File: src/rtl/dco_pkg.sv
package dco_pkg;

  typedef enum logic [1:0] {
    MODE_FREE = 2'b00,
    MODE_TRK  = 2'b01,
    MODE_HOLD = 2'b10,
    MODE_RSVD = 2'b11
  } dco_mode_e;

  // Source of the correction added to the centre step
  typedef enum logic [1:0] {
    SRC_CENTER = 2'b00,
    SRC_LIVE   = 2'b01,
    SRC_HELD   = 2'b10
  } dco_src_e;

  function automatic logic f_is_tracking(input logic [1:0] m);
    return m == MODE_TRK;
  endfunction

  function automatic logic f_is_hold(input logic [1:0] m);
    return m == MODE_HOLD;
  endfunction

  function automatic dco_src_e f_pick_src(input logic [1:0] m, input logic held_ok);
    dco_src_e s;
    s = SRC_CENTER;
    if (f_is_tracking(m))            s = SRC_LIVE;
    else if (f_is_hold(m) && held_ok) s = SRC_HELD;
    return s;
  endfunction

endpackage

File: src/rtl/dco_hist_bank.sv
module dco_hist_bank #(
  parameter int OFS_W   = 16,
  parameter int BANK_MS = 32
) (
  input  logic             clk,
  input  logic             rst_n,
  input  logic             trk_i,
  input  logic             tick_i,
  input  logic [OFS_W-1:0] ofs_i,
  output logic [OFS_W-1:0] held_o,
  output logic             held_vld_o,
  output logic             snap_o,
  output logic             entry_o
);
  localparam int NBANK = 2;
  localparam int CNT_W = $clog2(BANK_MS);
  localparam logic [CNT_W-1:0] CNT_LAST = CNT_W'(BANK_MS - 1);

  logic [CNT_W-1:0] cnt_q;
  logic             prev_trk_q;
  logic [OFS_W-1:0] bank_q [NBANK];
  logic [NBANK-1:0] vld_q;
  logic             bank_end;

  assign entry_o  = trk_i & ~prev_trk_q;
  assign bank_end = tick_i & (cnt_q == CNT_LAST);
  assign snap_o   = trk_i & bank_end;

  always_ff @(posedge clk) begin
    if (!rst_n) begin
      cnt_q      <= '0;
      prev_trk_q <= 1'b0;
    end else begin
      prev_trk_q <= trk_i;
      if (!trk_i)       cnt_q <= '0;
      else if (bank_end) cnt_q <= '0;
      else if (tick_i)   cnt_q <= cnt_q + CNT_W'(1);
    end
  end

  // Slot 0 holds the newest record, slot NBANK-1 the oldest
  for (genvar g = 0; g < NBANK; g++) begin : g_slot
    always_ff @(posedge clk) begin
      if (!rst_n) begin
        bank_q[g] <= '0;
        vld_q[g]  <= 1'b0;
      end else if (entry_o) begin
        vld_q[g]  <= 1'b0;
      end else if (snap_o) begin
        if (g == 0) begin
          bank_q[g] <= ofs_i;
          vld_q[g]  <= 1'b1;
        end else begin
          bank_q[g] <= bank_q[g-1];
          vld_q[g]  <= vld_q[g-1];
        end
      end
    end
  end

  assign held_o     = bank_q[NBANK-1];
  assign held_vld_o = vld_q[NBANK-1];

endmodule

File: src/rtl/dco_inc_sel.sv
module dco_inc_sel
  import dco_pkg::*;
#(
  parameter int          ACC_W      = 32,
  parameter int          OFS_W      = 16,
  parameter int unsigned CENTER_INC = 32'h4000_0000
) (
  input  logic [1:0]       mode_i,
  input  logic [OFS_W-1:0] live_i,
  input  logic [OFS_W-1:0] held_i,
  input  logic             held_vld_i,
  output logic [ACC_W-1:0] inc_o,
  output dco_src_e         src_o
);
  localparam int EXT_W = ACC_W - OFS_W;

  function automatic logic [ACC_W-1:0] f_widen(input logic [OFS_W-1:0] o);
    return {{EXT_W{o[OFS_W-1]}}, o};
  endfunction

  function automatic logic [ACC_W-1:0] f_step(input dco_src_e s,
                                               input logic [OFS_W-1:0] lv,
                                               input logic [OFS_W-1:0] hd);
    logic [ACC_W-1:0] corr;
    case (s)
      SRC_LIVE: corr = f_widen(lv);
      SRC_HELD: corr = f_widen(hd);
      default:  corr = '0;
    endcase
    return ACC_W'(CENTER_INC) + corr;
  endfunction

  always_comb begin
    src_o = f_pick_src(mode_i, held_vld_i);
    inc_o = f_step(src_o, live_i, held_i);
  end

endmodule

File: src/rtl/dco_phase_acc.sv
module dco_phase_acc #(
  parameter int ACC_W = 32
) (
  input  logic             clk,
  input  logic             rst_n,
  input  logic [ACC_W-1:0] inc_i,
  output logic [ACC_W-1:0] phase_o,
  output logic             msb_o,
  output logic             rise_o
);
  logic [ACC_W-1:0] acc_q;
  logic             msb_prev_q;

  always_ff @(posedge clk) begin
    if (!rst_n) begin
      acc_q      <= '0;
      msb_prev_q <= 1'b0;
    end else begin
      acc_q      <= acc_q + inc_i;
      msb_prev_q <= acc_q[ACC_W-1];
    end
  end

  assign phase_o = acc_q;
  assign msb_o   = acc_q[ACC_W-1];
  assign rise_o  = acc_q[ACC_W-1] & ~msb_prev_q;

endmodule

File: src/rtl/dco_mode_src.sv
module dco_mode_src
  import dco_pkg::*;
#(
  parameter int          ACC_W      = 32,
  parameter int          OFS_W      = 16,
  parameter int unsigned CENTER_INC = 32'h4000_0000,
  parameter int          BANK_MS    = 32
) (
  input  logic             clk,
  input  logic             rst_n,
  input  logic [1:0]       mode_i,
  input  logic [OFS_W-1:0] offset_i,
  input  logic             ms_tick_i,
  output logic [ACC_W-1:0] phase_o,
  output logic             clk_o,
  output logic             clk_en_o
);
  // Named internal events, visible to the bound checker
  logic             trk_w;
  logic [OFS_W-1:0] held_w;
  logic             held_vld_w;
  logic             snap_w;
  logic             entry_w;
  logic [ACC_W-1:0] inc_w;
  dco_src_e         src_w;

  assign trk_w = f_is_tracking(mode_i);

  dco_hist_bank #(.OFS_W(OFS_W), .BANK_MS(BANK_MS)) u_hist (
    .clk(clk), .rst_n(rst_n), .trk_i(trk_w), .tick_i(ms_tick_i),
    .ofs_i(offset_i), .held_o(held_w), .held_vld_o(held_vld_w),
    .snap_o(snap_w), .entry_o(entry_w)
  );

  dco_inc_sel #(.ACC_W(ACC_W), .OFS_W(OFS_W), .CENTER_INC(CENTER_INC)) u_sel (
    .mode_i(mode_i), .live_i(offset_i), .held_i(held_w),
    .held_vld_i(held_vld_w), .inc_o(inc_w), .src_o(src_w)
  );

  dco_phase_acc #(.ACC_W(ACC_W)) u_acc (
    .clk(clk), .rst_n(rst_n), .inc_i(inc_w),
    .phase_o(phase_o), .msb_o(clk_o), .rise_o(clk_en_o)
  );

endmodule

File: config.mk
export PLATFORM = sky130hd
export DESIGN_NAME = dco_mode_src
export DESIGN_NICKNAME = d
export VERILOG_FILES = /design/src/rtl/dco_pkg.sv /design/src/rtl/dco_hist_bank.sv /design/src/rtl/dco_inc_sel.sv /design/src/rtl/dco_phase_acc.sv /design/src/rtl/dco_mode_src.sv
export SDC_FILE = /design/constraint.sdc
export NUM_CORES = 1
export LEC_CHECK = 0
export BUFFER_PORTS_ARGS = -buffer_cell sky130_fd_sc_hd__clkbuf_2
export CORE_UTILIZATION = 39
export CTS_CLUSTER_SIZE = 8
export DETAILED_ROUTE_END_ITERATION = 8
export PLACE_DENSITY_LB_ADDON = 0.2
export SLEW_MARGIN = 15
export SYNTH_ARGS = -nofsm -noshare
export SYNTH_HDL_FRONTEND = slang
export SYNTH_SLANG_ARGS = --single-unit
export TNS_END_PERCENT = 100
File: constraint.sdc
create_clock -name clk -period 5 [get_ports clk]
set_input_delay 0.5 -clock clk [delete_from_list [all_inputs] [get_ports clk]]
set_output_delay 0.5 -clock clk [all_outputs]
set_load 0.03 [all_outputs]
=== After elaboration in Yosys (flattened, before gate mapping) ===
Memory sizes are Yosys's and may differ from the RTL's.
Cells that the tools add are included.

* Multiplexer cells: 10
* Bitwise operators: 10
* Reductions and logical operators: 3
* Add/sub/neg operators: 3
* Equality and inequality tests: 5

{| class="wikitable"
|+ Operator list
! cell !! count
|-
| case mux 32 bit (2 select lines) || 1
|-
| adder 31 x 32 -> 32 bit, first input constant || 1
|-
| adder 32 bit || 1
|-
| two-way mux 16 bit || 2
|-
| adder 5 x 1 -> 5 bit, second input constant || 1
|-
| equality test 5 bit, second input constant || 1
|-
| two-way mux 1 bit || 5
|-
| bitwise AND 1 bit || 4
|-
| equality test 2 x 1 -> 1 bit, second input constant || 2
|-
| equality test 2 bit, second input constant || 2
|-
| two-way mux 2 bit || 2
|-
| NOT 1 bit || 4
|-
| OR reduction 3 bit || 1
|-
| bitwise OR 1 bit || 2
|-
| OR reduction 2 bit || 1
|-
| logical AND 1 bit || 1
|}

* Bits in registers: 41
* Logic and storage cells: 38
* Memories: 1
* Memory bits (writable): 32
* Input bits: 21

{| class="wikitable"
|+ Memory list
! name !! depth !! width !! rd ports !! clocked after memory_dff !! write ports !! RTL line !! source
|-
| u_hist.bank_q || 2 || 16 || 2 || 0 || 2 || dco_hist_bank.sv:21 || <nowiki>logic [OFS_W-1:0] bank_q [NBANK];</nowiki>
|}

=== Logic depth before layout (Yosys ltp) ===
Gate-level depths: netlist of the first run.

* Depth after elaboration: 8
* Gate-level depth with buffers: 16
* Mapped depth without buffers: 13

=== Hierarchy ===
A second synthesis of the first run with hierarchy kept.

* Cell total of the unflattened synthesis: 511
* Area, all modules: 4823.4 sq um

{| class="wikitable"
|+ Modules (own cells, without submodules)
! module !! cells each !! sequential area each (sq um) !! area an instance (sq um) !! times used
|-
| dco_phase_acc || 344 || 660.6 || 2747.6 || 1
|-
| dco_hist_bank || 106 || 1121.1 || 1569.0 || 1
|-
| dco_inc_sel || 60 || 0.0 || 493.0 || 1
|-
| dco_mode_src || 1 || 0.0 || 13.8 || 1
|}

=== Least setup slack after synthesis of the first run ===
Ideal clock, no wire load.

* Path type: input-to-reg
* From: input port mode_i[0]
* To: register u_acc.acc_q[27], in the netlist u_acc.phase_o[27]
* Path slack: 1.516 ns
* Required time: 4.876 ns
* Cell stages on the path: 13
* Arrival: 3.360 ns
* Setup time: 0.124 ns
* Cell sequence: nor2b_1 clkbuf_1 buf_1 a22o_1 ha_1 ha_1 and3_1 and3_1 a211oi_2 o211ai_1 a211oi_2 o21ai_0 mux2i_1

* Cells in the longest elaborated chain, start to end: 8

{| class="wikitable"
|+ RTL lines
! what !! RTL line !! source
|-
| start: declaration || dco_mode_src.sv:11 || <nowiki>input logic [1:0] mode_i,</nowiki>
|-
| equality test 2 bit || dco_pkg.sv:22 || <nowiki>return m == MODE_HOLD;</nowiki>
|-
| logical AND 1 bit || dco_pkg.sv:29 || <nowiki>else if (f_is_hold(m) && held_ok) s = SRC_HELD;</nowiki>
|-
| two-way mux 2 bit || dco_pkg.sv:29 ||
|-
| two-way mux 2 bit * || dco_pkg.sv:28 || <nowiki>if (f_is_tracking(m)) s = SRC_LIVE;</nowiki>
|-
| equality test 2 bit or equality test 2 x 1 -> 1 bit (tied branches) || dco_inc_sel.sv:25 || <nowiki>case (s)</nowiki>
|-
| case mux 32 bit (2 select lines) * || dco_inc_sel.sv:25 ||
|-
| adder 31 x 32 -> 32 bit * || dco_inc_sel.sv:30 || <nowiki>return ACC_W'(CENTER_INC) + corr;</nowiki>
|-
| adder 32 bit * || dco_phase_acc.sv:19 || <nowiki>acc_q <= acc_q + inc_i;</nowiki>
|-
| end signal: assignment || dco_phase_acc.sv:19 ||
|-
| end: declaration || dco_phase_acc.sv:11 || <nowiki>logic [ACC_W-1:0] acc_q;</nowiki>
|}

Every way passes the cells marked *; elsewhere a longest branch is shown, timed or not.
A chain may end at the register's enable or synchronous reset.

=== Final worst setup path of the first run ===
* From: register u_hist.vld_q[1], in the netlist u_hist.held_vld_o
* To: register u_acc.acc_q[27], in the netlist u_acc.phase_o[27]

* Cells in the longest elaborated chain, start to end: 7

{| class="wikitable"
|+ RTL lines
! what !! RTL line !! source
|-
| start: declaration || dco_hist_bank.sv:22 || <nowiki>logic [NBANK-1:0] vld_q;</nowiki>
|-
| start signal: indexed assignment || dco_hist_bank.sv:55 || <nowiki>vld_q[g] <= vld_q[g-1];</nowiki>
|-
| logical AND 1 bit * || dco_pkg.sv:29 ||
|-
| two-way mux 2 bit * || dco_pkg.sv:29 ||
|-
| two-way mux 2 bit * || dco_pkg.sv:28 ||
|-
| equality test 2 bit or equality test 2 x 1 -> 1 bit (tied branches) || dco_inc_sel.sv:25 ||
|-
| case mux 32 bit (2 select lines) * || dco_inc_sel.sv:25 ||
|-
| adder 31 x 32 -> 32 bit * || dco_inc_sel.sv:30 ||
|-
| adder 32 bit * || dco_phase_acc.sv:19 ||
|}

Marks and branches as above.

==> impl_metrics.yaml, run 1 <==
sta:
  min_period_over_period_pct: 70.1
  skew_ns: 0.00562
  hold-worst-slack_ns: 0.492
  min_period_ns: 3.51
  rsz0062_at_grt: "no"
  layout_setup_ws_ns: 1.49
  worst_slew_pin_slew_ns: 0.658
  setup_tns_ns: 0
  max_slew_margin_pct: 56.1
  finalHoldViolations: 0
  drv_slew: 0
  max_freq_mhz: 285
  setup-violations-final: 0
placement:
  dp_worst_setup_slack_ns: 1.18
  place_hpwl_um: 7750
  numPortBuffers: 54
  place_area_um2: 5150
  gp_congestion: 0.792
global_route:
  overflow: 0
  grt_pass1_vias: 3686
  grt_usage_pct: 18.1
  grt_max_degree: 76
  grt_pass1_wl_um: 18000
  antenna_found_initial: 0
status:
  status: "finished clean"
synthesis:
  synth_edf_count: 32
  yosysTopAreaCellShare_pct: 20.2
  yosys.area.top_type: "edfxtp_1"
  synthArstFlopShare_pct: 0
  syn_avg_cell_area_um2: 9.09
  synthXorXnorAreaFrac_pct: 3.87
  ys_top_cells_by_area: "edfxtp_1 20%, dfxtp_1 17%, ha_1 13%"
  yosysSeqAreaShare_pct: 37.5
  synth_top_family_by_area: "simple AND/OR/NAND/NOR gates"
  synth_warnings: 0
  syn_nets: 593
  synth-compound-area-share_pct: 17.4
  ys_ff_latch: 73
  netlist_instances: 523
  synth_area_um2: 4760
  synthMuxAreaShare_pct: 1.89
  yosysUniqueCellTypes: 48
  synth_fa_ha_area_share_pct: 13.0
  ys.flop_type: "dfxtp_1"
  yosys.area_share.simple_pct: 23.4
floorplan:
  rows: 39
  die-area_um2: 12600
  initial_core_util_pct: 40.8
  die_x_um: 112
  io_pins: 55
  core_um2: 11700
  die_height_um: 112
clock_tree:
  cts_root_buffer: "clkbuf_16"
  htreeDepth: 3
  insertion_delay_ns: 0.34
  cts.reportedPaths.clkPinSlew_ns: 0.06
  cts_buffers: 9
  cts-resized-gates: 0
  cts_tree: "built"
  hold_buffers: 0
  cts.sinks: 73
  clk_path_buf_depth: 2
  post_cts.repair.setup_buffers: 0
drt:
  drt-initial-drc-count: 184
  ant_nets: 0
  drt-total-wl_um: 10600
  via_per_inst: 5.35
  drcViolationCount: 0
  first_pass_iters: 4
  num_vias: 3823
  wl_per_cell_um: 14.9
critical_path:
  slowest_stage: "fa_1"
  critPathKind: "flip-flop to flip-flop"
  worstPathArrival_ns: 3.73
  cp_slowest_stage_delay_ns: 0.42
  cp_data_required_time_ns: 5.23
  endpoint_kind: "flip-flop"
  worstSetupStartpointType: "flip-flop"
  crit_chain: "nand2_1, nor2_1, buf_4, a22o_1, ha_1, ha_1, fa_1, a21oi_1, o21ai_0, a211oi_2, o211ai_1, a211oi_2, o21ai_0, mux2i_1"
  path_max_fanout: 16
cells_and_area:
  areaGrowthSynthToFinish_pct: 14.4
  multiInputGateArea_um2: 2840
  fill_cells: 1127
  antennaDiodeCount: 0
  fin_nets: 636
  register_area_um2: 1780
  final_area_um2: 5440
  drive_gt1_share_pct: 14.5
hold_path:
  hold_path_class: "input port to flip-flop"
pwr:
  cellPowerDensity_nw_per_um2: 297
  leakagePower_nw: 2.62
  ir_drop_mv: 0.260
  power_w: 0.00161
flow_run:
  max_cap_violations: 0
report_power, final:
group          leakage (nW)  switching (W)  internal (W)
combinational          1.84       0.000180      0.000102
clock                 0.137       0.000268      0.000386
sequential            0.639      0.0000206      0.000658
logic make-up (layout without fill, tap and decap cells):
logic type	Yosys count	in the layout
adder cells (fa/ha/maj)	49	49
buffers and inverters	37	85
AND/OR/NAND/NOR	217	217
multiplexers	9	9
XOR/XNOR	21	21
AO/OA/AOI/OAI	117	117
flip-flops	73	73
Yosys cell counts, drive strengths merged (2+ instances only):
master	number
nor2b	7
a21o	16
ha	48
nand4	4
a2111oi	2
o21a	3
a211o	2
buf	3
a31oi	5
inv	9
or2	2
nor4	2
o21ai	16
dfxtp	41
a21oi	32
nand2	42
a211oi	3
nand3	8
mux2i	9
xnor2	15
nand2b	11
a22o	16
edfxtp	32
nor3	3
a22oi	2
and3	42
xor2	6
o2111ai	2
and2	39
nor2	54
o21bai	6
clkbuf	25
o211ai	3
flip-flops by register name, summed over array words and instances (netlist names):
register,flops
u_acc.phase_o,32
u_hist.bank_q,32
u_hist.cnt_q,5
u_acc.msb_prev_q,1
u_hist.held_vld_o,1
u_hist.prev_trk_q,1
u_hist.vld_q,1
critical path: cells and delay by family (launching register included):
family                     cells  cell delay [ns]
adders and majority gates      3             0.92
muxes                          1             0.13
AOI/OAI and AO/OA              7             1.75
DFF                            1             0.31
and+or+nand+nor                2             0.08
buffers and inverters          1             0.18
worst paths after layout:
check / startpoint / end / slack, ns / cells past startpoint
max: u_hist.held_vld_o / u_acc.phase_o[27] / 1.49 / 14
min: offset_i[10] / u_hist.bank_q[0][10] / 0.49 / 2
max reg2reg: u_hist.held_vld_o / u_acc.phase_o[27] / 1.49 / 14
min reg2reg: u_hist.cnt_q[3] / u_hist.cnt_q[3] / 0.51 / 2
final cells by class:
type,count,area share [%]
Sequential cell,73,32.7
Tap cell,143,3.29
Inverter,9,0.621
Timing Repair Buffer,60,5.79
Multi-Input combinational cell,413,52.1
Clock inverter,7,1.29
Clock buffer,9,4.14
layer usage:
metal / routed length [um] / vias up / GRT usage, %
met3: 310 / 10 / 3.13
met1: 5290 / 1782 / 24.4
li1: - / 1959 / -
met2: 4870 / 72 / 28.8
met4: 163 / 0 / 7.56
met5: 0 / - / 0
cell usage in the layout, fill, tap and decap left out, types with 3 or more instances in the layout:
cell,synthesis,layout
a21o_1,16,16
a21oi_1,32,32
a22o_1,16,16
a31oi_1,5,5
and2_1,39,39
and3_1,42,42
buf_4,1,6
clkbuf_16,0,9
clkbuf_2,0,54
dfxtp_1,41,41
edfxtp_1,32,32
ha_1,48,48
inv_1,9,9
mux2i_1,9,9
nand2_1,42,42
nand2b_1,11,11
nand3_1,8,8
nand4_1,4,4
nor2_1,54,54
nor2b_1,7,7
o211ai_1,3,3
o21a_1,3,3
o21ai_0,16,16
o21bai_1,6,6
xnor2_1,15,15
xor2_1,6,6
stage by stage:
| step | instances | utilization [%] |
|---|---|---|
| after floorplan | 523 | - |
| after global placement | 698 | 44.1 |
| after detailed placement | 698 | 44.1 |
| after CTS | 714 | 46.7 |
| after global routing | 714 | 46.7 |
| final | 714 | 46.7 |
Power figures use the tool's default switching activity.
==> run 2: changes to the inputs <==
Clock period 5 ns to 3.65 ns, I/O delays scaled along.
==> run 2 against run 1 <==
  * Sequential power increased by 37%
  * Register-to-register slack worse by 1.2 ns
  * Fmax is 5.6% higher
  * Power grew 37%
  * First-iteration DRC count unchanged
  * Worst setup slack lost 1.2 ns
  * Sequential cell count unchanged
  * Clock power up 36%
  * Largest power group unchanged
  * Die area unchanged
  * Combinational power rose by 38%
  * Cell count grew 0.70%
  * Routed wire length down 1.3%
==> impl_metrics.yaml, run 2 (synthesis gave the netlist of run 1 again) <==
sta:
  skew_ns: 0.00573
  worst_slew_pin_slew_ns: 0.538
  min_period_over_period_pct: 91.0
  rsz0062_at_grt: "no"
  setup_tns_ns: 0
  max_freq_mhz: 301
  drv_slew: 0
  max_slew_margin_pct: 64.2
  setup-violations-final: 0
  finalHoldViolations: 0
  min_period_ns: 3.32
placement:
  place_hpwl_um: 7860
  dp.cells: 703
  numPortBuffers: 54
  gp_congestion: 0.817
clock_tree:
  insertion_delay_ns: 0.34
  cts.sinks: 73
  hold_buffers: 0
  post_cts.repair.setup_buffers: 0
  cts_tree: "built"
  cts-resized-gates: 0
  cts.reportedPaths.clkPinSlew_ns: 0.06
  cts_buffers: 9
  cts_root_buffer: "clkbuf_16"
  htreeDepth: 3
  clk_path_buf_depth: 2
global_route:
  overflow: 0
  grt_use_met1_pct: 24.0
  grt_pass1_vias: 3618
  grt_usage_pct: 17.6
  grt_max_degree: 43
  grt_pass1_wl_um: 17500
  grt_util_met2_pct: 27.5
  top_usage_layer: "met2"
  antenna_found_initial: 0
  met3_usage_pct: 3.40
flow_run:
  max_cap_violations: 0
floorplan:
  die-area_um2: 12600
  initial_core_util_pct: 40.8
  die_height_um: 112
  rows: 39
  die_x_um: 112
  core_um2: 11700
  io_pins: 55
drt:
  wl_per_cell_um: 14.6
  num_vias: 3809
  drt-initial-drc-count: 184
  via_per_inst: 5.30
  drcViolationCount: 0
  first_pass_iters: 4
  ant_nets: 0
  drt-total-wl_um: 10500
critical_path:
  cp_data_required_time_ns: 3.87
  critPathKind: "flip-flop to flip-flop"
  worstSetupStartpointType: "flip-flop"
  reg2reg_to: "u_acc.phase_o[27]"
  r2r_cells: 13
  worstPathArrival_ns: 3.55
  r2r_start: "u_hist.held_vld_o"
  endpoint_kind: "flip-flop"
  ff2ff_setup_slack_ns: 0.33
  path_max_fanout: 3
hold_path:
  hold_path_class: "input port to flip-flop"
  worstHoldPathCells: 2
  hold_start: "offset_i[10]"
  worst_hold_path.endpoint: "u_hist.bank_q[0][10]"
cells_and_area:
  fin_nets: 641
  layout_common_cells: "54 x nor2_1, 54 x clkbuf_2, 48 x ha_1"
  areaGrowthSynthToFinish_pct: 15.8
  fill_cells: 1111
  drive_gt1_share_pct: 15.5
  antennaDiodeCount: 0
  layoutNonFillerInstCount: 719
status:
  status: "finished clean"
pwr:
  leakagePower_nw: 2.65
  ir_drop_mv: 0.253
  cellPowerDensity_nw_per_um2: 401
[run 2: cell types whose count changed in the layout (fill, tap and decap cells not counted), sizes merged]
cell and change:
buf +5, clkbuf +1, clkinv -1
[run 2: power breakdown]
part | internal, W | total (W) | switching [W]
logic | 0.000143 | 0.000389 | 0.000246
registers | 0.000902 | 0.000931 | 0.0000289
clock network | 0.000532 | 0.000890 | 0.000358
[run 2: worst max path at each step]
| stage | startpoint | endpoint | cells after the start |
|---|---|---|---|
| 2_1_floorplan | mode_i[0] | u_acc.phase_o[27] | 13 |
| 6_report | u_hist.held_vld_o | u_acc.phase_o[27] | 13 |
| 4_1_cts | u_hist.held_vld_o | u_acc.phase_o[31] | 13 |
| 5_1_grt | u_hist.held_vld_o | u_acc.phase_o[27] | 13 |
| 3_5_place_dp | mode_i[1] | u_acc.phase_o[31] | 14 |
| 3_3_place_gp | mode_i[1] | u_acc.phase_o[31] | 14 |
[run 2: cell type report]
cell class	count	area, um^2	area share, %
well taps	143	179	3.25
clock buffers	10	229	4.16
repair buffers	65	378	6.86
clock inverters	6	67.6	1.23
flip-flops and latches	73	1780	32.4
multi-input cells	413	2840	51.5
inverters	9	33.8	0.614
[run 2: worst max-delay path, cell delays in order (launching register included)]
cell      delay (ns)
dfxtp_1         0.34
nand2_1         0.05
nor2_1          0.21
a22o_1          0.20
ha_1            0.23
ha_1            0.23
fa_1            0.42
a21oi_1         0.24
o21ai_0         0.21
a211oi_2        0.27
o211ai_1        0.21
a211oi_2        0.32
o21ai_0         0.17
mux2i_1         0.13
[run 2: per-layer routing]
layer,part of all wire [%],wire length (um),vias up
li1,-,-,1982
met1,51,5370,1762
met2,45,4710,56
met3,2.5,264,9
met4,1.4,146,0
met5,0,0,-
[run 2: metrics by stage]
| step | hold WS [ns] | cell area [um^2] | setup slack (ns) | utilization (%) | power (W) |
|---|---|---|---|---|---|
| 6_report | 0.356 | 5510 | 0.328 | 47.2 | 0.00221 |
| 3_5_place_dp | 0.496 | 5210 | 0.135 | 44.7 | 0.00134 |
| 5_1_grt | 0.355 | 5510 | 0.0184 | 47.2 | 0.00231 |
| 2_1_floorplan | 0.452 | 4760 | 0.301 | - | 0.00123 |
| 4_1_cts | 0.340 | 5510 | 0.254 | 47.2 | 0.00224 |
| 3_3_place_gp | 0.480 | 5210 | 0.229 | 44.7 | 0.00133 |
==> run 3: changes to the inputs <==
--- a/config.mk
+++ b/config.mk
@@ -15,2 +15,3 @@
 export SYNTH_HDL_FRONTEND = slang
+export SYNTH_HIERARCHICAL = 1
 export SYNTH_SLANG_ARGS = --single-unit
--- a/constraint.sdc
+++ b/constraint.sdc
@@ -3,2 +3,2 @@
 set_output_delay 0.365 -clock clk [all_outputs]
-set_load 0.03 [all_outputs]
+set_load 0.1 [all_outputs]
==> run 3 against run 2 <==
  * Worst hold slack worse by 0.036 ns
  * Critical path depth fell by 4
  * Core utilization fell by 3.3 points
  * Highest routed layer unchanged
  * Non-clock buffer count fell by 3
  * Largest cell class unchanged
  * Combinational power grew 120%
==> impl_metrics.yaml, run 3 <==
sta:
  rsz0062_at_grt: "no"
  finalHoldViolations: 0
  min_period_over_period_pct: 86.1
  max_freq_mhz: 318
  drv_slew: 0
  setup_tns_ns: 0
  worst_slew_pin_slew_ns: 0.547
  layout_setup_ws_ns: 0.508
  setup-violations-final: 0
  skew_ns: 0.00911
  max_slew_margin_pct: 63.3
  min_period_ns: 3.14
cells_and_area:
  fin_util_pct: 43.9
  fin_nets: 588
  antennaDiodeCount: 0
  layoutNonFillerInstCount: 685
  drive_gt1_share_pct: 19.5
  layout_common_cells: "54 x clkbuf_2, 41 x dfxtp_1, 40 x nor2_1"
  areaGrowthSynthToFinish_pct: 9.48
  multiInputGateArea_um2: 2690
  fill_cells: 1213
  register_area_um2: 1780
  layout.cells.most_common: "clkbuf_2"
placement:
  numPortBuffers: 54
  dp.cells: 669
  gp_congestion: 0.853
  dp_worst_setup_slack_ns: 0.434
  place_hpwl_um: 8300
clock_tree:
  htreeDepth: 3
  cts_root_buffer: "clkbuf_16"
  cts.sinks: 73
  cts-resized-gates: 0
  insertion_delay_ns: 0.34
  cts_buffers: 9
  cts_tree: "built"
  hold_buffers: 0
  cts.reportedPaths.clkPinSlew_ns: 0.06
  post_cts.repair.setup_buffers: 0
  clk_path_buf_depth: 2
floorplan:
  die-area_um2: 12800
  die_x_um: 113
  die_height_um: 113
  initial_core_util_pct: 40.1
  core_um2: 12000
  io_pins: 55
  rows: 40
global_route:
  met3_usage_pct: 4.45
  antenna_found_initial: 0
  grt_util_met2_pct: 28.1
  grt_max_degree: 33
  overflow: 0
  grt_use_met1_pct: 24.8
  grt_pass1_wl_um: 18400
  top_usage_layer: "met2"
  grt_pass1_vias: 3637
  grt_usage_pct: 18.4
critical_path:
  reg2reg_to: "u_acc/phase_o[30]"
  worstPathArrival_ns: 3.42
  cp_data_required_time_ns: 3.93
  ff2ff_setup_slack_ns: 0.51
  worstSetupStartpointType: "flip-flop"
  path_max_fanout: 15
  r2r_start: "u_hist/held_vld_o"
  r2r_cells: 9
  endpoint_kind: "flip-flop"
  critPathKind: "flip-flop to flip-flop"
synthesis:
  synth_warnings: 6
  netlist_instances: 509
  syn_nets: 564
  syn_avg_cell_area_um2: 9.46
  synth_area_um2: 4820
drt:
  via_per_inst: 5.53
  first_pass_iters: 4
  num_vias: 3786
  drt-total-wl_um: 11100
  drcViolationCount: 0
  drt-initial-drc-count: 182
  ant_nets: 0
  wl_per_cell_um: 16.3
pwr:
  power_w: 0.00264
  leakagePower_nw: 2.25
  ir_drop_mv: 0.239
  cellPowerDensity_nw_per_um2: 500
hold_path:
  worst_hold_path.endpoint: "u_hist/bank_q[0][7]"
  hold_path_class: "input port to flip-flop"
  worstHoldPathCells: 2
  hold_start: "offset_i[7]"
flow_run:
  max_cap_violations: 0
status:
  status: "finished clean"
-- run 3: cell types whose count changed in the layout (fill, tap and decap cells not counted), moves of 9 or more --
cell / delta
a22o_1: -15
and3_1: -37
ha_1: -15
nand2_1: -10
nand3_1: +18
nor2_1: -14
nor3_1: +12
o2bb2ai_2: +9
-- run 3: per-stage QoR --
step | instance area [um^2] | hold WS, ns
3_5_place_dp | 5000 | 0.462
6_report | 5270 | 0.319
4_1_cts | 5270 | 0.311
2_1_floorplan | 4820 | 0.438
5_1_grt | 5270 | 0.316
3_3_place_gp | 5000 | 0.451
-- run 3: metal layers --
metal	share of wire [%]	wire length, um	up-vias
met5	0	0	-
met4	2.2	241	0
met3	5.8	642	20
met2	44	4890	104
met1	48	5360	1767
li1	-	-	1895
-- run 3: critical path: stages (launching register included) --
cell,delay [ns]
dfxtp_1,0.66
nand3_1,0.21
o2bb2ai_2,0.17
buf_4,0.25
ha_1,0.37
a21oi_1,0.24
o21ai_0,0.19
a221o_1,0.37
or4_1,0.53
nand3_1,0.09
-- run 3: final cells by class --
cell class / instances / share of cell area (%)
Sequential cell: 73 / 33.8
Timing Repair Buffer: 62 / 6.26
Tap cell: 147 / 3.49
Inverter: 4 / 0.285
Clock inverter: 6 / 0.831
Multi-Input combinational cell: 383 / 51.0
Clock buffer: 10 / 4.34
-- run 3: where the power goes --
part | total [W] | internal, W | leakage [nW] | switching (W)
sequential | 0.000966 | 0.000921 | 0.640 | 0.0000443
combinational | 0.000862 | 0.000190 | 1.47 | 0.000672
clock | 0.000810 | 0.000462 | 0.133 | 0.000348
-- run 3: worst max path at each step --
stage                                 start                end  depth (start not counted)
after floorplan                   mode_i[1]  u_acc/phase_o[27]                         14
after global placement            mode_i[1]  u_acc/phase_o[22]                         10
after detailed placement          mode_i[1]  u_acc/phase_o[27]                         11
after CTS                 u_hist/held_vld_o  u_acc/phase_o[27]                         10
after global routing      u_hist/held_vld_o  u_acc/phase_o[31]                         10
final                     u_hist/held_vld_o  u_acc/phase_o[30]                          9
